==> src/rtl/sd_sync_phase_ctl.sv <==
module sd_sync_phase_ctl #(
  parameter int CLKS_PER_LINE = 1716,
  parameter int LINES_NTSC = 263,
  parameter int LINES_PAL = 313,
  parameter logic [31:0] FSC_RESET = 32'h21F07C1E,
  parameter int RTC_BITS = 67,
  parameter int RTC_INC_BITS = 22,
  localparam int HW = $clog2(CLKS_PER_LINE),
  localparam int LMAX = (LINES_PAL > LINES_NTSC) ? LINES_PAL : LINES_NTSC,
  localparam int VW = $clog2(LMAX)
) (
  input  logic          clk,
  input  logic          rst_n,
  input  logic [1:0]    pin_mode,
  input  logic          ctl_pin,
  input  logic          pal_en,
  input  logic          vcr_en,
  input  logic          slave0,
  input  logic          vsync_in,
  input  logic          fsc_wr,
  input  logic [1:0]    fsc_sel,
  input  logic [7:0]    fsc_byte,
  output logic [HW-1:0] h_cnt,
  output logic [VW-1:0] v_cnt,
  output logic [3:0]    field_num,
  output logic [31:0]   phase
);
  localparam int RTC_LAST = 2 * RTC_BITS + 1;
  localparam int CW = $clog2(RTC_LAST + 1);
  localparam int SAMP_END = 3 + 2 * RTC_INC_BITS;
  localparam logic [1:0] M_TRST = 2'b00, M_SCR = 2'b01, M_RTC = 2'b10;

  logic pin_r, pin_p, vs_r, vs_p;
  logic [31:0] inc_reg, rtc_inc;
  logic [23:0] fsc_low;
  logic [RTC_INC_BITS-1:0] rx_sr, rtc_new;
  logic rx_busy, rtc_pend, scr_pend;
  logic [CW-1:0] rx_cnt;

  wire pin_rise = pin_r & ~pin_p;
  wire vs_start = vs_r & ~vs_p;
  wire tr_hold = (pin_mode == M_TRST) & pin_r;
  wire vcr_on = vcr_en & ~slave0;
  wire line_end = h_cnt == HW'(CLKS_PER_LINE - 1);
  wire [VW-1:0] v_last = pal_en ? VW'(LINES_PAL - 1) : VW'(LINES_NTSC - 1);
  wire [3:0] f_last = pal_en ? 4'd8 : 4'd4;
  wire at_v_last = v_cnt >= v_last;
  wire [3:0] f_next = (field_num >= f_last) ? 4'd1 : field_num + 4'd1;
  wire f_start = vcr_on ? vs_start : (line_end & at_v_last);
  wire scr_zero = (pin_mode == M_SCR) & scr_pend & f_start;
  wire [31:0] inc_cur = (pin_mode == M_RTC) ? rtc_inc : inc_reg;
  wire rx_sample = rx_busy & rx_cnt[0] & (rx_cnt >= CW'(3)) & (rx_cnt < CW'(SAMP_END));
  wire rx_done = rx_busy & (rx_cnt == CW'(RTC_LAST));

  always_ff @(posedge clk or negedge rst_n)
    if (!rst_n) {pin_r, pin_p, vs_r, vs_p} <= '0;
    else {pin_r, pin_p, vs_r, vs_p} <= {ctl_pin, pin_r, vsync_in, vs_r};

  always_ff @(posedge clk or negedge rst_n) begin
    if (!rst_n) begin
      h_cnt <= '0; v_cnt <= '0; field_num <= 4'd1;
    end else if (tr_hold) begin
      h_cnt <= '0; v_cnt <= '0; field_num <= 4'd1;
    end else if (vcr_on && vs_start) begin
      h_cnt <= '0; v_cnt <= '0; field_num <= f_next;
    end else begin
      h_cnt <= line_end ? '0 : h_cnt + 1'b1;
      if (line_end) begin
        if (!at_v_last) v_cnt <= v_cnt + 1'b1;
        else if (!vcr_on) begin
          v_cnt <= '0; field_num <= f_next;
        end
      end
    end
  end

  always_ff @(posedge clk or negedge rst_n) begin
    if (!rst_n) phase <= '0;
    else if (tr_hold || scr_zero) phase <= '0;
    else phase <= phase + inc_cur;
  end

  always_ff @(posedge clk or negedge rst_n) begin
    if (!rst_n) scr_pend <= 1'b0;
    else if (pin_mode != M_SCR) scr_pend <= 1'b0;
    else if (f_start) scr_pend <= pin_rise;
    else if (pin_rise) scr_pend <= 1'b1;
  end

  always_ff @(posedge clk or negedge rst_n) begin
    if (!rst_n) begin
      inc_reg <= FSC_RESET; fsc_low <= '0;
    end else if (fsc_wr) begin
      if (fsc_sel == 2'd3) inc_reg <= {fsc_byte, fsc_low};
      else fsc_low[fsc_sel*8 +: 8] <= fsc_byte;
    end
  end

  always_ff @(posedge clk or negedge rst_n) begin
    if (!rst_n) begin
      rx_busy <= 1'b0; rx_cnt <= '0; rx_sr <= '0;
      rtc_new <= '0; rtc_pend <= 1'b0; rtc_inc <= '0;
    end else if (pin_mode != M_RTC) begin
      rx_busy <= 1'b0; rtc_pend <= 1'b0;
    end else begin
      if (line_end && rtc_pend) begin
        rtc_inc <= {rtc_new, (32 - RTC_INC_BITS)'(0)};
        rtc_pend <= 1'b0;
      end
      if (!rx_busy && pin_rise) begin
        rx_busy <= 1'b1; rx_cnt <= CW'(1);
      end else if (rx_busy) begin
        rx_cnt <= rx_cnt + 1'b1;
        if (rx_sample) rx_sr <= {pin_r, rx_sr[RTC_INC_BITS-1:1]};
        if (rx_done) begin
          rx_busy <= 1'b0; rtc_new <= rx_sr; rtc_pend <= 1'b1;
        end
      end
    end
  end

  always_comb
    if (rst_n) p_field_range_r2: assert (field_num >= 4'd1 && field_num <= 4'd8);

  p_h_wrap_r2: assert property (@(posedge clk) disable iff (!rst_n)
    line_end && !tr_hold |=> h_cnt == '0);
  p_h_step_r2: assert property (@(posedge clk) disable iff (!rst_n)
    !line_end && !tr_hold && !(vcr_on && vs_start) |=> h_cnt == $past(h_cnt) + 1'b1);
  p_hold_origin_r3: assert property (@(posedge clk) disable iff (!rst_n)
    tr_hold |=> h_cnt == '0 && v_cnt == '0 && field_num == 4'd1 && phase == '0);
  p_scr_zero_r4: assert property (@(posedge clk) disable iff (!rst_n)
    scr_zero |=> phase == '0 && field_num != $past(field_num));
  p_phase_step_r5: assert property (@(posedge clk) disable iff (!rst_n)
    !tr_hold && !scr_zero |=> phase == $past(phase) + $past(inc_cur));
  p_partial_write_r6: assert property (@(posedge clk) disable iff (!rst_n)
    fsc_wr && fsc_sel != 2'd3 |=> $stable(inc_reg));
  p_rtc_line_r8: assert property (@(posedge clk) disable iff (!rst_n)
    !line_end |=> $stable(rtc_inc));
  p_vcr_park_r9: assert property (@(posedge clk) disable iff (!rst_n)
    vcr_on && !vs_start && !tr_hold && line_end && at_v_last
    |=> $stable(v_cnt) && $stable(field_num));
endmodule

==> config.mk <==
export PLATFORM = sky130hd
export DESIGN_NAME = sd_sync_phase_ctl
export DESIGN_NICKNAME = d
export VERILOG_FILES = /design/src/rtl/sd_sync_phase_ctl.sv
export SDC_FILE = /design/constraint.sdc
export NUM_CORES = 1
export LEC_CHECK = 0
export BUFFER_PORTS_ARGS = -buffer_cell sky130_fd_sc_hd__buf_4
export CAP_MARGIN = 20
export CORE_MARGIN = 2
export CORE_UTILIZATION = 50
export DETAILED_ROUTE_END_ITERATION = 16
export HOLD_SLACK_MARGIN = 0.12
export PLACE_DENSITY = 0.68
export SYNTH_ARGS = -nofsm -noshare
export SYNTH_HDL_FRONTEND = slang
export SYNTH_SLANG_ARGS = --single-unit
==> constraint.sdc <==
create_clock -name clk -period 3.2 [get_ports clk]
set_input_delay 0.16 -clock clk [delete_from_list [all_inputs] [get_ports clk]]
set_output_delay 0.16 -clock clk [all_outputs]
set_load 0.01 [all_outputs]
# Word level (Yosys, flattened, before mapping)
# Cells that the tools add are included.
# op_classes
n_addsub,6
n_mul,0
div_mod_pow,0
magnitude_cmp,4
eq_ne,9
n_shift,2
muxes,34
n_bitwise,17
reduce_logical,18
# op_table
op,n
$mux W32,2
$mux W9,5
$neg A5 Y34,1
$shift A8 B34 Y24 const A,1
$shiftx A8 B34 Y24,1
$mux W11,3
$add A32 B32 Y32,1
$mux W4,7
$bwmux W24,1
$mux W8,2
$mux W1,13
$add A11 B1 Y11 const B,1
$and A1 B1 Y1,11
$eq A11 B11 Y1 const B,1
$reduce_and A2 Y1,5
$add A9 B1 Y9 const B,1
$ge A9 B9 Y1,1
$reduce_bool A3 Y1,3
$add A8 B1 Y8 const B,1
$eq A8 B8 Y1 const B,1
$ge A8 B2 Y1 const B,1
$lt A8 B6 Y1 const B,1
$reduce_and A4 Y1,2
$mux W6,1
other kinds (15),23
# word_totals
ff_bits,193
latchBits,0
mem_bits_rw,0
rom_bits,0
inputBits,20
output_inout_bits,56
elab_cells,107
mem_count,0

# Depth between registers and ports, before layout
# Gate-level depths: netlist (run 1).
# logic_depth
ltp_word,8
mapped_depth,14
ltp_nobuf,12

# Worst setup path before layout (run 1)
# Ideal clock, no wire load.
# synth_path
kind,in2reg
startpoint,in pin_mode[1]
endpoint,reg phase[31]
setup_ns,0.079
arrival_time_ns,2.676
required_ns,3.121
path_slack_ns,0.445
path_stages,14
n_path_buf,3
cell_sequence,nor2b_1 > buf_2 > buf_1 > nand2_1 > nand2_1 > ha_1 > buf_6 > a21o_1 > a21o_1 > a21o_1 > a211o_1 > or2_1 > a311oi_2 > mux2i_1
# synth_between
elab_chain_len,5
word_cells_on_any_way,10
cone_classes,add/sub (1); eq/ne (2); mux (2); bitwise (3); reduce/logical (2)
# synth_lines
element,line,rtl
"start, declared",14,"input logic [1:0] pin_mode,"
"parallel branches: the longest is 4 deep, another holds $add A32 B32 Y32",--,
$mux W32 *,79,else if (tr_hold || scr_zero) phase <= '0;
"end signal, assigned",80,else phase <= phase + inc_cur;
"end, declared",26,output logic [31:0] phase
# Mark *: on every way between the ends.
# A chain may end at the register's enable or synchronous reset.

# Final worst setup path (run 1)
# layout_path
startpoint,reg inc_reg[1]
endpoint,reg phase[31]
# layout_between
elab_chain_len,3
# layout_lines
element,line,rtl
"start, declared",34,"logic [31:0] inc_reg, rtc_inc;"
"start signal, assigned",94,"if (fsc_sel == 2'd3) inc_reg <= {fsc_byte, fsc_low};"
$mux W32,51,wire [31:0] inc_cur = (pin_mode == M_RTC) ? rtc_inc : inc_reg;
$add A32 B32 Y32,80,
$mux W32,79,
# Every way passes these cells.

==> flow_metrics.py, run 1 <==
metrics = {
    "status": {
        "status": "complete, no violations",
    },
    "yosys": {
        "synth_top_family_by_area": "simple AND/OR/NAND/NOR gates",
        "ys_warn_count": 0,
        "synth_xor_area_share_pct": 2.707,
        "syn_avg_cell_area_um2": 11.04,
        "synth_compound_area_share_pct": 13.03,
        "synth.distinct_cells": 71,
        "async_flop_share_pct": 100.0,
        "synth_area_mm2": 0.009707,
        "synthCells": 879,
        "ys_ff_latch": 193,
        "yosysSeqAreaShare_pct": 49.96,
        "synthesis.nets": 951,
        "synth-adder-area-share_pct": 6.780,
        "synth_edf_count": 0,
        "yosys_most_used_dff": "dfrtp_1",
        "synthSimpleGateAreaFrac_pct": 13.21,
        "synth_mux_area_share_pct": 12.00,
    },
    "clocking": {
        "cts_resized": 0,
        "cts_setup_buffers": 0,
        "tritoncts": "yes",
        "cts.clk_slew.worst_paths_ns": 0.07,
        "cts_buffer_depth": 2,
        "htree_levels": 4,
        "cts_hold_buffers": 13,
        "numClockSinks": 193,
        "clock-root-buffer": "clkbuf_16",
        "clk_latency_ns": 0.44,
        "cts_buffers": 17,
    },
    "global_route": {
        "grt_pass1_vias": 6797,
        "grt_antenna_before_repair": 0,
        "grt_max_degree": 102,
        "overflow": 0,
        "grt_usage_pct": 22.22,
        "grt_pass1_wl_um": 35650,
    },
    "timing": {
        "finalHoldViolCount": 0,
        "fmax_mhz": 347.6,
        "fin_skew_ns": 0.01229,
        "worstMarginPinSlew_ns": 0.8089,
        "post-route-min-period_ns": 2.877,
        "period_share_pct": 89.89,
        "rsz0062_at_grt": "false",
        "tns_ns": 0,
        "slew_violations": 0,
        "relSlewSlack_pct": 46.07,
        "setup_viol": 0,
    },
    "place": {
        "port_buffers": 75,
        "dp_hpwl_um": 15430,
        "gp_congestion": 0.8899,
    },
    "layout": {
        "layout_common_cells": "177 x dfrtp_1, 117 x nand2_1, 93 x buf_4",
        "final_common_cell": "dfrtp_1",
        "diodes": 0,
        "final_nets": 1052,
        "drive_gt1_share_pct": 24.57,
        "fill_cells": 1609,
        "syn2layout_area_growth_pct": 17.39,
    },
    "floorplanning": {
        "io_pins": 76,
        "start_util_pct": 51.38,
        "die_y_um": 143.3,
        "die-area_mm2": 0.02054,
        "row_count": 50,
        "fp.dieW_um": 143.3,
        "core_mm2": 0.01889,
    },
    "drt": {
        "wl_per_cell_um": 17.19,
        "vias_per_cell": 5.569,
        "drtIter0Drc": 469,
        "vias": 6978,
        "postRouteAntennaNets": 0,
        "wl_um": 21550,
        "first_pass_iters": 5,
        "drc": 0,
    },
    "critical_path": {
        "r2r_cells": 10,
        "worstSetupPathType": "flop to flop",
        "required_ns": 3.56,
        "start_kind": "flop",
        "cp.arrival_ns": 3.23,
        "cp-end-kind": "flop",
        "worst-path-max-fanout": 5,
    },
    "job": {
        "cap_violations": 0,
    },
    "hold_path": {
        "hold_depth": 3,
        "min_path_type": "input port to flop",
    },
    "power_and_ir_drop": {
        "p_per_area_mw_per_mm2": 660.7,
        "p_leak_uw": 0.005694,
        "fin_total_pwr_uw": 7528,
        "max-vdd-ir-drop_mv": 0.4843,
    },
}
worst paths after layout:
check	to	from	slack, ns
worst max register to register	phase[31]	inc_reg[1]	0.32
max in group asynchronous	inc_reg[29]	rst_n	1.84
min in group asynchronous	field_num[2]	rst_n	0.39
worst min register to register	vs_p	vs_r	0.38
worst min-delay path	fsc_low[6]	fsc_sel[0]	0.15
worst max-delay path	phase[31]	inc_reg[1]	0.32
per-layer routing:
metal	part of all wire [%]	GRT usage, %
met5	0	0
met4	1.3	4.954
met3	3.9	4.598
met2	45	33.39
met1	50	33.39
worst max-delay path: stages, from the launching register on:
cell,delay [ns]
dfstp_2,0.55
nand2_1,0.09
inv_1,0.08
ha_1,0.23
a211oi_1,0.32
o211ai_1,0.19
a31oi_2,0.35
a211oi_1,0.18
or2_1,0.30
a311oi_2,0.29
mux2i_1,0.21
synthesized netlist by cell type (all sizes together), types with 9 or more instances:
master    n  share of area (%)
nor2b     9               0.58
nand3    16               0.82
a22o     24                2.2
nor2     50                2.0
buf      17               0.88
o21ai    36                2.0
nand2   117                4.5
a211oi   11               0.90
nor3     17               0.98
dfstp    16                4.3
mux2     99                 11
a21oi    42                2.3
xnor2    15                1.4
xor2     15                1.4
dfrtp   177                 46
inv      29                1.1
ha       51                6.6
a21o     23                1.8
and2     13               0.84
per-stage QoR:
step | std cells | utilization (%) | setup WS [ns] | area [um^2] | hold slack [ns]
after floorplan | 879 | - | 0.4447 | 9707 | -0.1356
after global placement | 1208 | 56.39 | 0.1158 | 10650 | 0.2713
after detailed placement | 1208 | 56.39 | 0.04658 | 10650 | 0.2712
after CTS | 1253 | 60.31 | 0.3134 | 11390 | 0.1436
after global routing | 1253 | 60.31 | 0.1847 | 11390 | 0.1570
final | 1253 | 60.31 | 0.3234 | 11390 | 0.1543
cell type report:
| type | count | area [um^2] | share of cell area [%] |
|---|---|---|---|
| clock inverters | 14 | 171.4 | 1.504 |
| flip-flops and latches | 193 | 4850 | 42.56 |
| clock buffers | 18 | 439.2 | 3.854 |
| inverters | 29 | 108.9 | 0.9553 |
| repair buffers | 107 | 842.1 | 7.390 |
| well taps | 260 | 325.3 | 2.855 |
| multi-input cells | 632 | 4658 | 40.88 |
power breakdown:
part | leakage [uW] | internal, uW | switching (uW)
combinational | 0.00285 | 1020 | 1190
clock | 0.000300 | 1200 | 1010
sequential | 0.00254 | 2800 | 314
total | 0.00569 | 5020 | 2510
logic make-up (layout without fill, tap and decap cells):
group                    after synthesis  after routing
AND/OR/NAND/NOR                      266            266
flip-flops                           193            193
AO/OA/AOI/OAI                        180            180
multiplexers                         104            104
buffers and inverters                 54            168
adder cells (fa/ha/maj)               52             52
XOR/XNOR                              30             30
Note: power is estimated with default switching activity, not from simulation.
==> run 2, diff against run 1 <==
- RECOVER_POWER: not set -> 50
==> run 2 against run 1 <==
The run now ends with max-capacitance violations, max-slew violations left. Via count shrank 0.86%. Critical path type unchanged. Power down 2.6%. Largest power group unchanged. Clock power barely moved. Worst setup slack improved by 0.0014 ns. Sequential share of layout area is 0.86 points higher.
==> flow_metrics.py, run 2 (synthesis results as in run 1) <==
metrics = {
    "global_route": {
        "grt_pass1_vias": 6797,
        "grt_pass1_wl_um": 35650,
        "overflow": 0,
        "grt_usage_pct": 22.22,
        "grt_max_degree": 102,
        "grt_antenna_before_repair": 0,
    },
    "clocking": {
        "clock-root-buffer": "clkbuf_16",
        "cts_buffers": 17,
        "numClockSinks": 193,
        "cts.clk_slew.worst_paths_ns": 0.07,
        "cts_buffer_depth": 2,
        "tritoncts": "yes",
        "cts_setup_buffers": 0,
        "clk_latency_ns": 0.44,
        "htree_levels": 4,
    },
    "place": {
        "gp_congestion": 0.8899,
        "dp_hpwl_um": 15430,
        "port_buffers": 75,
    },
    "drt": {
        "postRouteAntennaNets": 0,
        "drtIter0Drc": 491,
        "wl_um": 21610,
        "drc": 0,
        "vias_per_cell": 5.521,
        "vias": 6918,
        "wl_per_cell_um": 17.25,
        "first_pass_iters": 5,
    },
    "critical_path": {
        "critPathLaunch": "inc_reg[1]",
        "crit_end": "phase[31]",
        "reg2reg_to": "phase[31]",
        "r2r_slack_ns": 0.32,
        "cp-end-kind": "flop",
        "rr_startpoint": "inc_reg[1]",
        "start_kind": "flop",
        "slowest_stage": "dfstp_2",
        "cp_cell_sequence": "nand2_1 > inv_1 > ha_1 > a211oi_1 > o211ai_1 > a31oi_2 > a211oi_1 > or2_1 > a311oi_2 > mux2i_1",
        "timing.critical_path.mode_cell": "a211oi_1",
        "critPathTopFamily": "compound AO/OA/AOI/OAI gates",
        "critPathMaxStageDelay_ns": 0.55,
        "worst-path-max-fanout": 5,
        "r2r_cells": 10,
        "cp.arrival_ns": 3.23,
        "required_ns": 3.56,
        "critPathBufInv": 1,
        "worstSetupPathType": "flop to flop",
        "cp.depth": 10,
    },
    "status": {
        "violations": "max-capacitance violations, max-slew violations",
        "status": "finished with violations",
    },
    "timing": {
        "fin_skew_ns": 0.01148,
        "whs_ns": 0.3322,
        "fmax_mhz": 347.8,
        "setup_viol": 0,
        "finalHoldViolCount": 0,
        "rsz0062_at_grt": "false",
        "worstMarginPinSlew_ns": 1.852,
        "tns_ns": 0,
        "period_share_pct": 89.85,
        "relSlewSlack_pct": -23.48,
        "slew_violations": 33,
        "post-route-min-period_ns": 2.875,
    },
    "layout": {
        "syn2layout_area_growth_pct": 15.07,
        "final_common_cell": "dfrtp_1",
        "diodes": 0,
        "final_nets": 1052,
        "fill_cells": 1671,
        "drive_gt1_share_pct": 18.43,
        "layout_common_cells": "177 x dfrtp_1, 117 x nand2_1, 80 x mux2_2",
        "utilization_pct": 59.12,
    },
    "floorplanning": {
        "row_count": 50,
        "core_mm2": 0.01889,
        "die_y_um": 143.3,
        "fp.dieW_um": 143.3,
        "start_util_pct": 51.38,
        "die-area_mm2": 0.02054,
        "io_pins": 76,
    },
    "power_and_ir_drop": {
        "p_leak_uw": 0.005459,
        "max-vdd-ir-drop_mv": 0.4791,
        "p_per_area_mw_per_mm2": 656.5,
    },
    "job": {
        "cap_violations": 1,
    },
    "hold_path": {
        "min_path_type": "input port to flop",
    },
}
==> run 2: changes by cell type in the layout (fill, tap and decap cells not counted) <==
cell / change
clkbuf_4: +2
dfstp_1: +1
clkbuf_1: +60
buf_4: -62
o21ai_0: +1
o21ai_1: -1
dfstp_2: -1
==> run 2: metal layers <==
metal	part of all wire [%]	up-vias	global-route usage, %	wire length, um
li1	-	3349	-	-
met1	50	3414	33.39	10700
met2	45	130	33.39	9771
met3	3.8	25	4.598	827
met4	1.5	0	4.954	314
met5	0	-	0	0
==> run 2: how the worst min path moves through the flow <==
stage               startpoint            to  depth (start not counted)
CTS                 fsc_sel[0]    fsc_low[6]                          3
finish              fsc_sel[0]    fsc_low[6]                          3
floorplan                rst_n  field_num[1]                          0
detailed placement    vsync_in          vs_r                          1
global route        fsc_sel[0]    fsc_low[6]                          3
global placement      vsync_in          vs_r                          1
==> run 2: tightest hold or removal path, stage by stage <==
cell	delay, ns
clkbuf_1	0.22
nor4b_2	0.17
a22o_1	0.18
==> run 2: power breakdown <==
| group | switching (uW) | internal, uW | total [uW] |
|---|---|---|---|
| Clock | 1010 | 1200 | 2210 |
| Combinational | 1190 | 827 | 2020 |
| Sequential | 309 | 2790 | 3100 |
==> run 2: cell type report <==
| type | instances | area, um^2 | share of cell area [%] |
|---|---|---|---|
| multi-input combinational | 632 | 4658 | 41.70 |
| clock buffer | 18 | 439.2 | 3.932 |
| inverter | 29 | 108.9 | 0.9746 |
| sequential | 193 | 4850 | 43.42 |
| timing repair buffer | 107 | 616.8 | 5.523 |
| tap | 260 | 325.3 | 2.913 |
| clock inverter | 14 | 171.4 | 1.535 |
==> run 2: stage by stage <==
step | cells | power (uW) | area (um^2) | setup WS [ns]
after floorplan | 879 | 4462 | 9707 | 0.4447
after global placement | 1208 | 5309 | 10650 | 0.1158
after detailed placement | 1208 | 5333 | 10650 | 0.04658
after CTS | 1253 | 7567 | 11390 | 0.3134
after global routing | 1253 | 7776 | 11170 | 0.1847
final | 1253 | 7333 | 11170 | 0.3248
==> run 2: what timing repair did <==
action | CTS | global route
hold buffers | 13 | 0
endpoints found under the hold margin | 125 | 0
gates resized for setup | 0 | 0
